**config.mk**
```make
export PLATFORM = sky130hd
export DESIGN_NAME = prio_intc
export DESIGN_NICKNAME = d
export VERILOG_FILES = /design/src/rtl/intc_pkg.sv /design/src/rtl/intc_latch.sv /design/src/rtl/intc_cfg.sv /design/src/rtl/intc_pick.sv /design/src/rtl/intc_serve.sv /design/src/rtl/prio_intc.sv
export SDC_FILE = /design/constraint.sdc
export NUM_CORES = 1
export LEC_CHECK = 0
export ABC_AREA = 1
export BUFFER_PORTS_ARGS = -buffer_cell sky130_fd_sc_hd__clkbuf_2
export CAP_MARGIN = 25
export CORE_MARGIN = 2
export CORE_UTILIZATION = 50
export CTS_CLUSTER_DIAMETER = 200
export DETAILED_ROUTE_END_ITERATION = 10
export PLACE_DENSITY = 0.82
export SLEW_MARGIN = 20
export SYNTH_ARGS = -nofsm -noshare
export SYNTH_HDL_FRONTEND = slang
export SYNTH_SLANG_ARGS = --single-unit
export TNS_END_PERCENT = 1
```
**constraint.sdc**
```tcl
create_clock -name clk -period 3.6 [get_ports clk]
set_input_delay 0 -clock clk [delete_from_list [all_inputs] [get_ports clk]]
set_output_delay 0 -clock clk [all_outputs]
set_load 0.01 [all_outputs]
```
**src/rtl/intc_pkg.sv**
```systemverilog
package intc_pkg;
  typedef enum logic [1:0] {
    OFS_LATCH  = 2'd0,
    OFS_ROUTE  = 2'd1,
    OFS_BLOCK  = 2'd2,
    OFS_ACTIVE = 2'd3
  } ofs_e;

  localparam int ADDR_W = 2;
endpackage

```
**src/rtl/intc_latch.sv**
```systemverilog
module intc_latch #(
  parameter int N = 32
) (
  input  logic         clk,
  input  logic         rst,
  input  logic [N-1:0] req,
  input  logic         clr_en,
  input  logic [N-1:0] clr_bits,
  output logic [N-1:0] pend,
  output logic [N-1:0] req_prev
);
  logic [N-1:0] edge_hit;
  logic [N-1:0] pend_d;

  assign edge_hit = req & ~req_prev;

  always_comb begin
    pend_d = pend;
    if (clr_en) pend_d = pend_d & ~clr_bits;
    pend_d = pend_d | edge_hit;
  end

  // Previous level tracks the line through reset so a line held high
  // across reset is not taken as an edge.
  always_ff @(posedge clk) begin
    req_prev <= req;
    if (rst) pend <= '0;
    else     pend <= pend_d;
  end
endmodule

```
**src/rtl/intc_cfg.sv**
```systemverilog
module intc_cfg #(
  parameter int N = 32
) (
  input  logic         clk,
  input  logic         rst,
  input  logic         route_we,
  input  logic         block_we,
  input  logic [N-1:0] wdata,
  output logic [N-1:0] route,
  output logic [N-1:0] block
);
  always_ff @(posedge clk) begin
    if (rst) begin
      route <= '0;
      block <= '0;
    end else begin
      if (route_we) route <= wdata;
      if (block_we) block <= wdata;
    end
  end
endmodule

```
**src/rtl/intc_pick.sv**
```systemverilog
module intc_pick #(
  parameter int N = 32
) (
  input  logic [N-1:0] vec,
  output logic [N-1:0] onehot
);
  always_comb begin
    logic found;
    found  = 1'b0;
    onehot = '0;
    for (int i = 0; i < N; i++) begin
      if (vec[i] && !found) begin
        onehot[i] = 1'b1;
        found     = 1'b1;
      end
    end
  end
endmodule

```
**src/rtl/intc_serve.sv**
```systemverilog
module intc_serve #(
  parameter int N = 32
) (
  input  logic         clk,
  input  logic         rst,
  input  logic [N-1:0] pend,
  input  logic [N-1:0] route,
  input  logic [N-1:0] block,
  input  logic         clr_en,
  input  logic [N-1:0] clr_bits,
  output logic [N-1:0] active
);
  logic [N-1:0] eligible;
  logic [N-1:0] winner;
  logic         empty;

  assign eligible = pend & ~block & ~route;
  assign empty    = (active == '0);

  intc_pick #(.N(N)) u_pick (
    .vec    (eligible),
    .onehot (winner)
  );

  always_ff @(posedge clk) begin
    if (rst)          active <= '0;
    else if (empty)   active <= winner;
    else if (clr_en)  active <= active & ~clr_bits;
  end
endmodule

```
**src/rtl/prio_intc.sv**
```systemverilog
module prio_intc
  import intc_pkg::*;
#(
  parameter int N_SRC = 32
) (
  input  logic              clk,
  input  logic              rst,
  input  logic [N_SRC-1:0]  src_req,
  input  logic              wr_en,
  input  logic              rd_en,
  input  logic [ADDR_W-1:0] addr,
  input  logic [N_SRC-1:0]  wdata,
  output logic [N_SRC-1:0]  rdata,
  output logic              norm_req_n,
  output logic              fast_req_n
);
  logic [N_SRC-1:0] pend_q;
  logic [N_SRC-1:0] req_prev;
  logic [N_SRC-1:0] route_q;
  logic [N_SRC-1:0] block_q;
  logic [N_SRC-1:0] active_q;
  logic             we_latch, we_route, we_block, we_active;

  assign we_latch  = wr_en && (ofs_e'(addr) == OFS_LATCH);
  assign we_route  = wr_en && (ofs_e'(addr) == OFS_ROUTE);
  assign we_block  = wr_en && (ofs_e'(addr) == OFS_BLOCK);
  assign we_active = wr_en && (ofs_e'(addr) == OFS_ACTIVE);

  intc_latch #(.N(N_SRC)) u_latch (
    .clk      (clk),
    .rst      (rst),
    .req      (src_req),
    .clr_en   (we_latch),
    .clr_bits (wdata),
    .pend     (pend_q),
    .req_prev (req_prev)
  );

  intc_cfg #(.N(N_SRC)) u_cfg (
    .clk      (clk),
    .rst      (rst),
    .route_we (we_route),
    .block_we (we_block),
    .wdata    (wdata),
    .route    (route_q),
    .block    (block_q)
  );

  intc_serve #(.N(N_SRC)) u_serve (
    .clk      (clk),
    .rst      (rst),
    .pend     (pend_q),
    .route    (route_q),
    .block    (block_q),
    .clr_en   (we_active),
    .clr_bits (wdata),
    .active   (active_q)
  );

  always_ff @(posedge clk) begin
    if (rst) begin
      rdata      <= '0;
      norm_req_n <= 1'b1;
      fast_req_n <= 1'b1;
    end else begin
      norm_req_n <= (active_q == '0);
      fast_req_n <= ((pend_q & route_q & ~block_q) == '0);
      if (rd_en) begin
        case (ofs_e'(addr))
          OFS_LATCH:  rdata <= pend_q;
          OFS_ROUTE:  rdata <= route_q;
          OFS_BLOCK:  rdata <= block_q;
          default:    rdata <= active_q;
        endcase
      end
    end
  end
endmodule

```
==> summary.md, run 1 <==
| Metric | Value |
|---|---|
| Fmax | `395.5 MHz` |
| Post-Place Worst Slack | `between 1 and 1.5 ns` |
| RSZ-0062 raised after global routing | `no` |
| TritonCTS sink count | `about 190` |
| Area share of the largest cell type after synthesis | `0.4803` |
| Die width | `131.2 microns` |
| Crit Reg-Reg Startpoint | `u_cfg.block[8]` |
| Worst Hold Endpoint | `u_latch.req_prev[10]` |
| Post-route insts no fill | `approximately 1400` |
| Status | `finished, final reports clean` |
| Number of warnings issued by yosys | `0` |
| Routed Wire Length | `approximately 23 mm` |
| CP Capture Type | `flip-flop` |
| Sequential area share after synthesis | `0.4803` |
| Violation count after the first detailed-routing iteration | `980` |
| Clk_lat worst skew | `roughly 0.44 ns` |
| WS Path Type | `flip-flop to flip-flop` |
| Max H-tree Level | `4` |
| Share of cells above drive strength 1 | `0.1433` |
| Area growth, synth to finish | `23.32%` |
| First-pass GRT wire length | `about 37 mm` |
| # setup viols final | `0` |
| Worst EP required | `around 4 ns` |
| Initial Util | `0.5109` |
| Tmin final | `approximately 2.5 ns` |
| Final setup TNS | `0 ns` |
| Syn Std Cell Area | `about 0.0081 sq mm` |
| Worst-path fanout max | `4` |
| PD cells | `between 500 and 600 mW/mm^2` |
| CTS root buf | `clkbuf_16` |
| I/O Buffers | `103` |
| Max VDD drop | `0.4498 mV` |
| Post-synth cell types | `34` |
| Hold_sp | `src_req[10]` |
| Grt total ovfl | `0` |
| Clock Skew | `0.009193 ns` |
| ANT cells | `0` |
| CTS tree | `yes` |
| Setup ws final | `roughly 1.1 ns` |
| Vias | `just over 8000` |
| Fin crit share | `0.7024` |
| Flop2flop setup slack | `~1.1 ns` |
| Tightest Pin Transition | `0.9581 ns` |
| Static Leak | `3.976 nW` |
| FF-to-FF path depth | `16` |
| All-Layer GR Usage | `0.2643` |
| Final HPWL DP | `14.74 mm` |
| Final GP Congestion | `0.8693` |
| DR vias/cell | `roughly 5.7` |
| Final hold violations | `0` |
| Post-DRT Antenna Nets | `0` |
| Syn_nets | `1119` |
| Die Y | `roughly 130 microns` |
| Max_slew headroom | `0.3597` |
| Post-synthesis cell count | `1049` |
| Pins Over Slew Limit | `0` |
| Post-synthesis register bit count | `between 150 and 200` |
| Drt drc | `0` |
| Max Cap Viol | `0` |
| Placed cells | `about 1300` |
| Data arrival, critical path | `~2.9 ns` |
| Hold Crit Class | `primary input to flip-flop` |
| Largest net degree at the start of global routing | `65` |
| Cts-stage hold buffer count | `between 60 and 70` |
| Detailed Routing Iterations Pass 1 | `6` |
| Initial antenna violation count | `0` |
| Final core occ | `0.6300` |
| Syn_area_per_cell | `7.709 sq um` |
| Top cells by area, synth | `dfxtp_1 (48%), a21oi_1 (9.3%), o21ai_0 (8.0%)` |
| Core footprint | `between 0.015 and 0.02 sq mm` |
| Post-CTS setup buffers | `0` |
| DR WL/cell | `approximately 16 microns` |
| Bufs on Longest Clock Path | `2` |
| Ports | `about 100` |
| Hold depth | `2` |
| Clock Pin Slew Worst Setup and Hold Paths | `~0.07 ns` |
| Num rows | `46` |
| Reg-to-Reg End | `u_serve.active[28]` |
| Yosys top cell by area | `dfxtp_1` |
| Die Area | `roughly 0.017 sq mm` |
| Post-cts resize count | `0` |
| Nets | `about 1300` |
| CTS buffer count | `17` |
| Number of global-route vias before repair | `about 7300` |
| Critical path startpoint category | `flip-flop` |
-- report_power, final --
part | leakage (nW) | switching (W) | internal, W
logic | 2.10 | 0.000638 | 0.000363
registers | 1.60 | 0.000150 | 0.00235
clock network | 0.273 | 0.000865 | 0.000984
total | 3.98 | 0.00165 | 0.00370
-- kinds of logic after synthesis --
kind of cell           synth area share
buffers and inverters           0.09995
flip-flops                       0.4803
AO/OA/AOI/OAI                    0.2522
AND/OR/NAND/NOR                  0.1676
-- metal layers --
| layer | GRT usage | up-vias | share of wire |
|---|---|---|---|
| li1 | - | 3906 | - |
| met1 | 0.3344 | 3670 | 0.42 |
| met2 | 0.4260 | 416 | 0.46 |
| met3 | 0.06096 | 72 | 0.082 |
| met4 | 0.1292 | 0 | 0.037 |
| met5 | 0 | - | 0 |
-- how the worst max path moves through the flow --
| stage | from | endpoint | slack [ns] | cells past startpoint |
|---|---|---|---|---|
| floorplan | u_cfg.block[2] | u_serve.active[29] | 1.54 | 16 |
| global placement | u_cfg.block[7] | u_serve.active[29] | 1.22 | 16 |
| finish | u_cfg.block[8] | u_serve.active[28] | 1.07 | 16 |
| CTS | u_serve.active[6] | u_serve.active[28] | 1.08 | 8 |
| global route | u_cfg.block[8] | u_serve.active[28] | 0.81 | 16 |
| detailed placement | u_cfg.block[7] | u_serve.active[29] | 1.17 | 16 |
-- sequential cells by signal, indices dropped and copies added (netlist names) --
signal / count
u_serve.active: 32
norm_req_n: 1
u_cfg.route: 32
rdata: 32
u_latch.req_prev: 32
u_cfg.block: 32
u_latch.pend: 32
fast_req_n: 1
-- critical path, cell delays in order, from the launching register on --
cell and delay, ns:
dfxtp_1 0.33, inv_1 0.07, nand3_2 0.09, nand2_1 0.05, nor2_1 0.17, nand4_2 0.17
nor2_2 0.14, nand4_2 0.13, nor2_2 0.15, nand4_2 0.12, nor2_2 0.17, nand4_2 0.14
nor2_4 0.15, nand4_2 0.13, nor2_4 0.14, nand3_1 0.11, a21oi_1 0.17
-- metrics by stage --
step | area (sq um) | power (W) | hold slack, ns
after global routing | 9972 | 0.005589 | 0.2016
after global placement | 8735 | 0.003427 | 0.1177
final | 9972 | 0.005351 | 0.2029
after floorplan | 8087 | 0.003150 | 0.02772
after CTS | 9972 | 0.005346 | 0.1844
after detailed placement | 8762 | 0.003463 | 0.1196
-- cell usage after synthesis, drive strengths merged --
library cell,count
a211oi,1
o221ai,6
nand3b,2
o41ai,1
o32ai,2
inv,155
a311oi,1
clkbuf,55
o31ai,8
nand3,63
a31oi,25
clkinv,1
nor3,29
a21oi,150
o311ai,2
nor4,12
dfxtp,194
nand2,108
a221oi,21
o211ai,3
a32oi,1
o21ai,130
nand4,19
buf,4
nor2,41
o22ai,15
-- layout by cell type (no fill, tap or decap), types with 3 or more instances in the layout --
cell,instances
nor2_4,3
o211ai_1,3
o21ai_0,130
a31oi_1,25
nand4_2,5
nand3_2,6
nor3_1,29
buf_4,10
inv_2,5
a221oi_1,21
clkbuf_16,17
o221ai_1,6
o31ai_1,8
nand2_1,108
dfxtp_1,194
nand3_1,55
nor2_2,5
nor4_1,12
nand4_1,13
clkinvlp_4,3
o22ai_1,15
clkbuf_2,103
nor2_1,33
inv_1,150
inv_6,4
dlygate4sd3_1,64
a21oi_1,150
-- layout make-up --
class | instances | area (sq um)
Fill cell | 1329 | 5856
Sequential cell | 194 | 3884
Multi-Input combinational cell | 640 | 3405
Timing Repair Buffer | 178 | 1259
Inverter | 156 | 585.6
Clock buffer | 19 | 442.9
Tap cell | 216 | 270.3
Clock inverter | 13 | 126.4
(Power assumes the default switching activity.)
==> run 2: changes to the inputs <==
--- a/config.mk
+++ b/config.mk
@@ -5,14 +5,14 @@
 export SDC_FILE = /design/constraint.sdc
 export NUM_CORES = 1
 export LEC_CHECK = 0
-export ABC_AREA = 1
+export ABC_AREA = 0
 export BUFFER_PORTS_ARGS = -buffer_cell sky130_fd_sc_hd__clkbuf_2
 export CAP_MARGIN = 25
 export CORE_MARGIN = 2
 export CORE_UTILIZATION = 50
 export CTS_CLUSTER_DIAMETER = 200
 export DETAILED_ROUTE_END_ITERATION = 10
-export PLACE_DENSITY = 0.82
+export PLACE_DENSITY = 0.84
 export SLEW_MARGIN = 20
 export SYNTH_ARGS = -nofsm -noshare
 export SYNTH_HDL_FRONTEND = slang
==> constraint.sdc (replaced) <==
create_clock -name clk -period 2.3 [get_ports clk]
set_input_delay 0 -clock clk [delete_from_list [all_inputs] [get_ports clk]]
set_output_delay 0 -clock clk [all_outputs]
set_load 0.01 [all_outputs]
==> summary.md, run 2 <==
| Metric | Value |
|---|---|
| Status | `finished, final reports clean` |
| Post-synthesis cell count | `between 900 and 1000` |
| Bufs on Longest Clock Path | `2` |
| WS Path Type | `flip-flop to flip-flop` |
| DR WL/cell | `17.08 microns` |
| Syn_nets | `~980` |
| Top cells by area, synth | `dfxtp_1 (47%), nand2_1 (9.2%), mux4_2 (8.5%)` |
| # setup viols final | `0` |
| Number of global-route vias before repair | `approximately 7200` |
| Sequential area share after synthesis | `0.4740` |
| WL met1 | `roughly 9 mm` |
| Num rows | `46` |
| Clk_lat worst skew | `about 0.44 ns` |
| Max VDD drop | `between 0.5 and 0.6 mV` |
| Share of cells above drive strength 1 | `0.2000` |
| Commonest non-fill, non-tap cells in the layout | `nand2_1 (201), dfxtp_1 (194), clkbuf_2 (102), a21oi_1 (101), nor2_1 (84)` |
| Detailed Routing Iterations Pass 1 | `7` |
| Clock Skew | `0.01019 ns` |
| Post-synth cell types | `about 40` |
| Fmax | `roughly 450 MHz` |
| Met3 wire length | `roughly 1.6 mm` |
| Grt total ovfl | `0` |
| CP Capture Type | `flip-flop` |
| Worst EP required | `2.64 ns` |
| First-pass GRT wire length | `between 30 and 40 mm` |
| Fin crit share | `0.9696` |
| Max H-tree Level | `4` |
| TritonCTS sink count | `about 190` |
| Max_slew headroom | `0.5853` |
| Vias | `~7300` |
| Post-CTS setup buffers | `0` |
| PD cells | `~740 mW/mm^2` |
| Violation count after the first detailed-routing iteration | `about 700` |
| Area growth, synth to finish | `25.34%` |
| Final HPWL DP | `approximately 15 mm` |
| Initial Util | `0.5139` |
| ANT cells | `0` |
| Core footprint | `0.01594 sq mm` |
| Final setup TNS | `0 ns` |
| Tmin final | `around 2.2 ns` |
| Tightest Pin Transition | `about 0.62 ns` |
| Post-DRT Antenna Nets | `0` |
| Async SR Flop Fraction | `0` |
| Final GP Congestion | `between 0.8 and 0.9` |
| DR vias/cell | `5.658` |
| Post-synthesis register bit count | `between 150 and 200` |
| Data arrival, critical path | `between 2 and 3 ns` |
| Pins Over Slew Limit | `0` |
| Most common cell after layout, fill and taps aside | `nand2_1` |
| Number of warnings issued by yosys | `0` |
| Largest net degree at the start of global routing | `~80` |
| Drt drc | `0` |
| Nets | `between 1000 and 1500` |
| Static Leak | `between 4 and 5 nW` |
| Primary FF master, synth | `dfxtp_1` |
| Met2 WL | `between 10 and 15 mm` |
| DP Area | `around 0.009 sq mm` |
| Routed Wire Length | `22.14 mm` |
| Max layer used | `met4` |
| RSZ-0062 raised after global routing | `no` |
| Clock Pin Slew Worst Setup and Hold Paths | `roughly 0.070 ns` |
| Initial antenna violation count | `0` |
| Critical path startpoint category | `flip-flop` |
| Final hold violations | `0` |
| I/O Buffers | `roughly 100` |
| Ports | `around 100` |
| All-Layer GR Usage | `0.2545` |
| Syn_area_per_cell | `9.033 sq um` |
| Cell area after layout | `about 0.010 sq mm` |
| Post-synth EDFFs | `0` |
| Yosys top cell by area | `dfxtp_1` |
| Worst-path fanout max | `4` |
| Max Cap Viol | `0` |
| Die Area | `roughly 0.017 sq mm` |
| Syn Std Cell Area | `around 0.0082 sq mm` |
| CTS buffer count | `17` |
| Die width | `approximately 130 microns` |
| Die Y | `about 130 microns` |
| CTS root buf | `clkbuf_16` |
| Top post-synthesis cells by count | `nand2_1 (201), dfxtp_1 (194), a21oi_1 (101), nor2_1 (85), nand3b_1 (52)` |
| Count leader, synth | `nand2_1` |
| Area share of the largest cell type after synthesis | `0.4740` |
| Hold Crit Class | `primary input to flip-flop` |
| CTS tree | `yes` |
==> run 2: cell types whose count changed after synthesis, sizes merged, moves of 32 or more <==
cell,previous run,this run
a21oi,150,101
inv,155,5
mux2i,0,32
mux4,0,32
nand2,108,201
nand3,63,13
nand3b,2,52
nor2,41,85
nor2b,0,32
o21ai,130,16
==> run 2: metrics by stage <==
| stage | power [W] | std cells | setup WS [ns] | hold slack [ns] | util |
|---|---|---|---|---|---|
| 3_5_place_dp | 0.004692 | 1200 | 0.03848 | 0.1150 | 0.5662 |
| 6_report | 0.007596 | 1296 | 0.06986 | 0.03354 | 0.6441 |
| 3_3_place_gp | 0.004663 | 1200 | 0.07756 | 0.1137 | 0.5662 |
| 4_1_cts | 0.007585 | 1296 | 0.02095 | 0.01288 | 0.6420 |
| 5_1_grt | 0.007860 | 1296 | 0.004308 | 0.04196 | 0.6441 |
| 2_1_floorplan | 0.004309 | 907 | 0.2756 | 0.02772 | - |
==> run 2: kinds of logic after synthesis <==
logic type / share of synthesized area
flops: 0.4740
compound gates: 0.08858
buf+inv: 0.02749
mux: 0.1275
simple gates: 0.2824
==> run 2: critical path, stage by stage (launching register included) <==
cell      delay (ns)
dfxtp_1         0.34
nor4_2          0.36
nand4_1         0.21
or2_4           0.31
or4_4           0.53
nand2b_4        0.18
o41ai_4         0.20
==> run 2: final timing paths <==
check,startpoint,to,slack (ns),cells after the start
max,u_serve.active[1],u_serve.active[9],0.07,6
min,rst,u_serve.active[21],0.03,2
max reg2reg,u_serve.active[1],u_serve.active[9],0.07,6
min reg2reg,u_serve.active[23],u_serve.active[23],0.47,2
==> run 2: cell type report <==
type / count / area, sq um
Tap cell: 216 / 270.3
Inverter: 5 / 18.77
Timing Repair Buffer: 193 / 1404
Fill cell: 1277 / 5674
Clock buffer: 21 / 470.5
Multi-Input combinational cell: 656 / 4125
Clock inverter: 11 / 96.34
Sequential cell: 194 / 3884
==> run 2: routing by layer <==
layer | global-route usage | vias to the layer above
met4 | 0.08575 | 0
li1 | - | 3476
met1 | 0.3187 | 3502
met2 | 0.4329 | 316
met3 | 0.05959 | 39
met5 | 0 | -
==> run 2: where the power goes <==
| group | leakage [nW] | switching, W | internal [W] |
|---|---|---|---|
| registers | 1.59 | 0.000118 | 0.00350 |
| clock network | 0.273 | 0.00135 | 0.00150 |
| logic | 2.16 | 0.000613 | 0.000513 |
| total | 4.02 | 0.00208 | 0.00552 |
==> run 2: what timing repair did <==
action	4_1_cts	5_1_grt
gates resized for setup	0	9
endpoints found under the hold margin	160	0
hold buffers	64	0
setup endpoints to repair	0	12
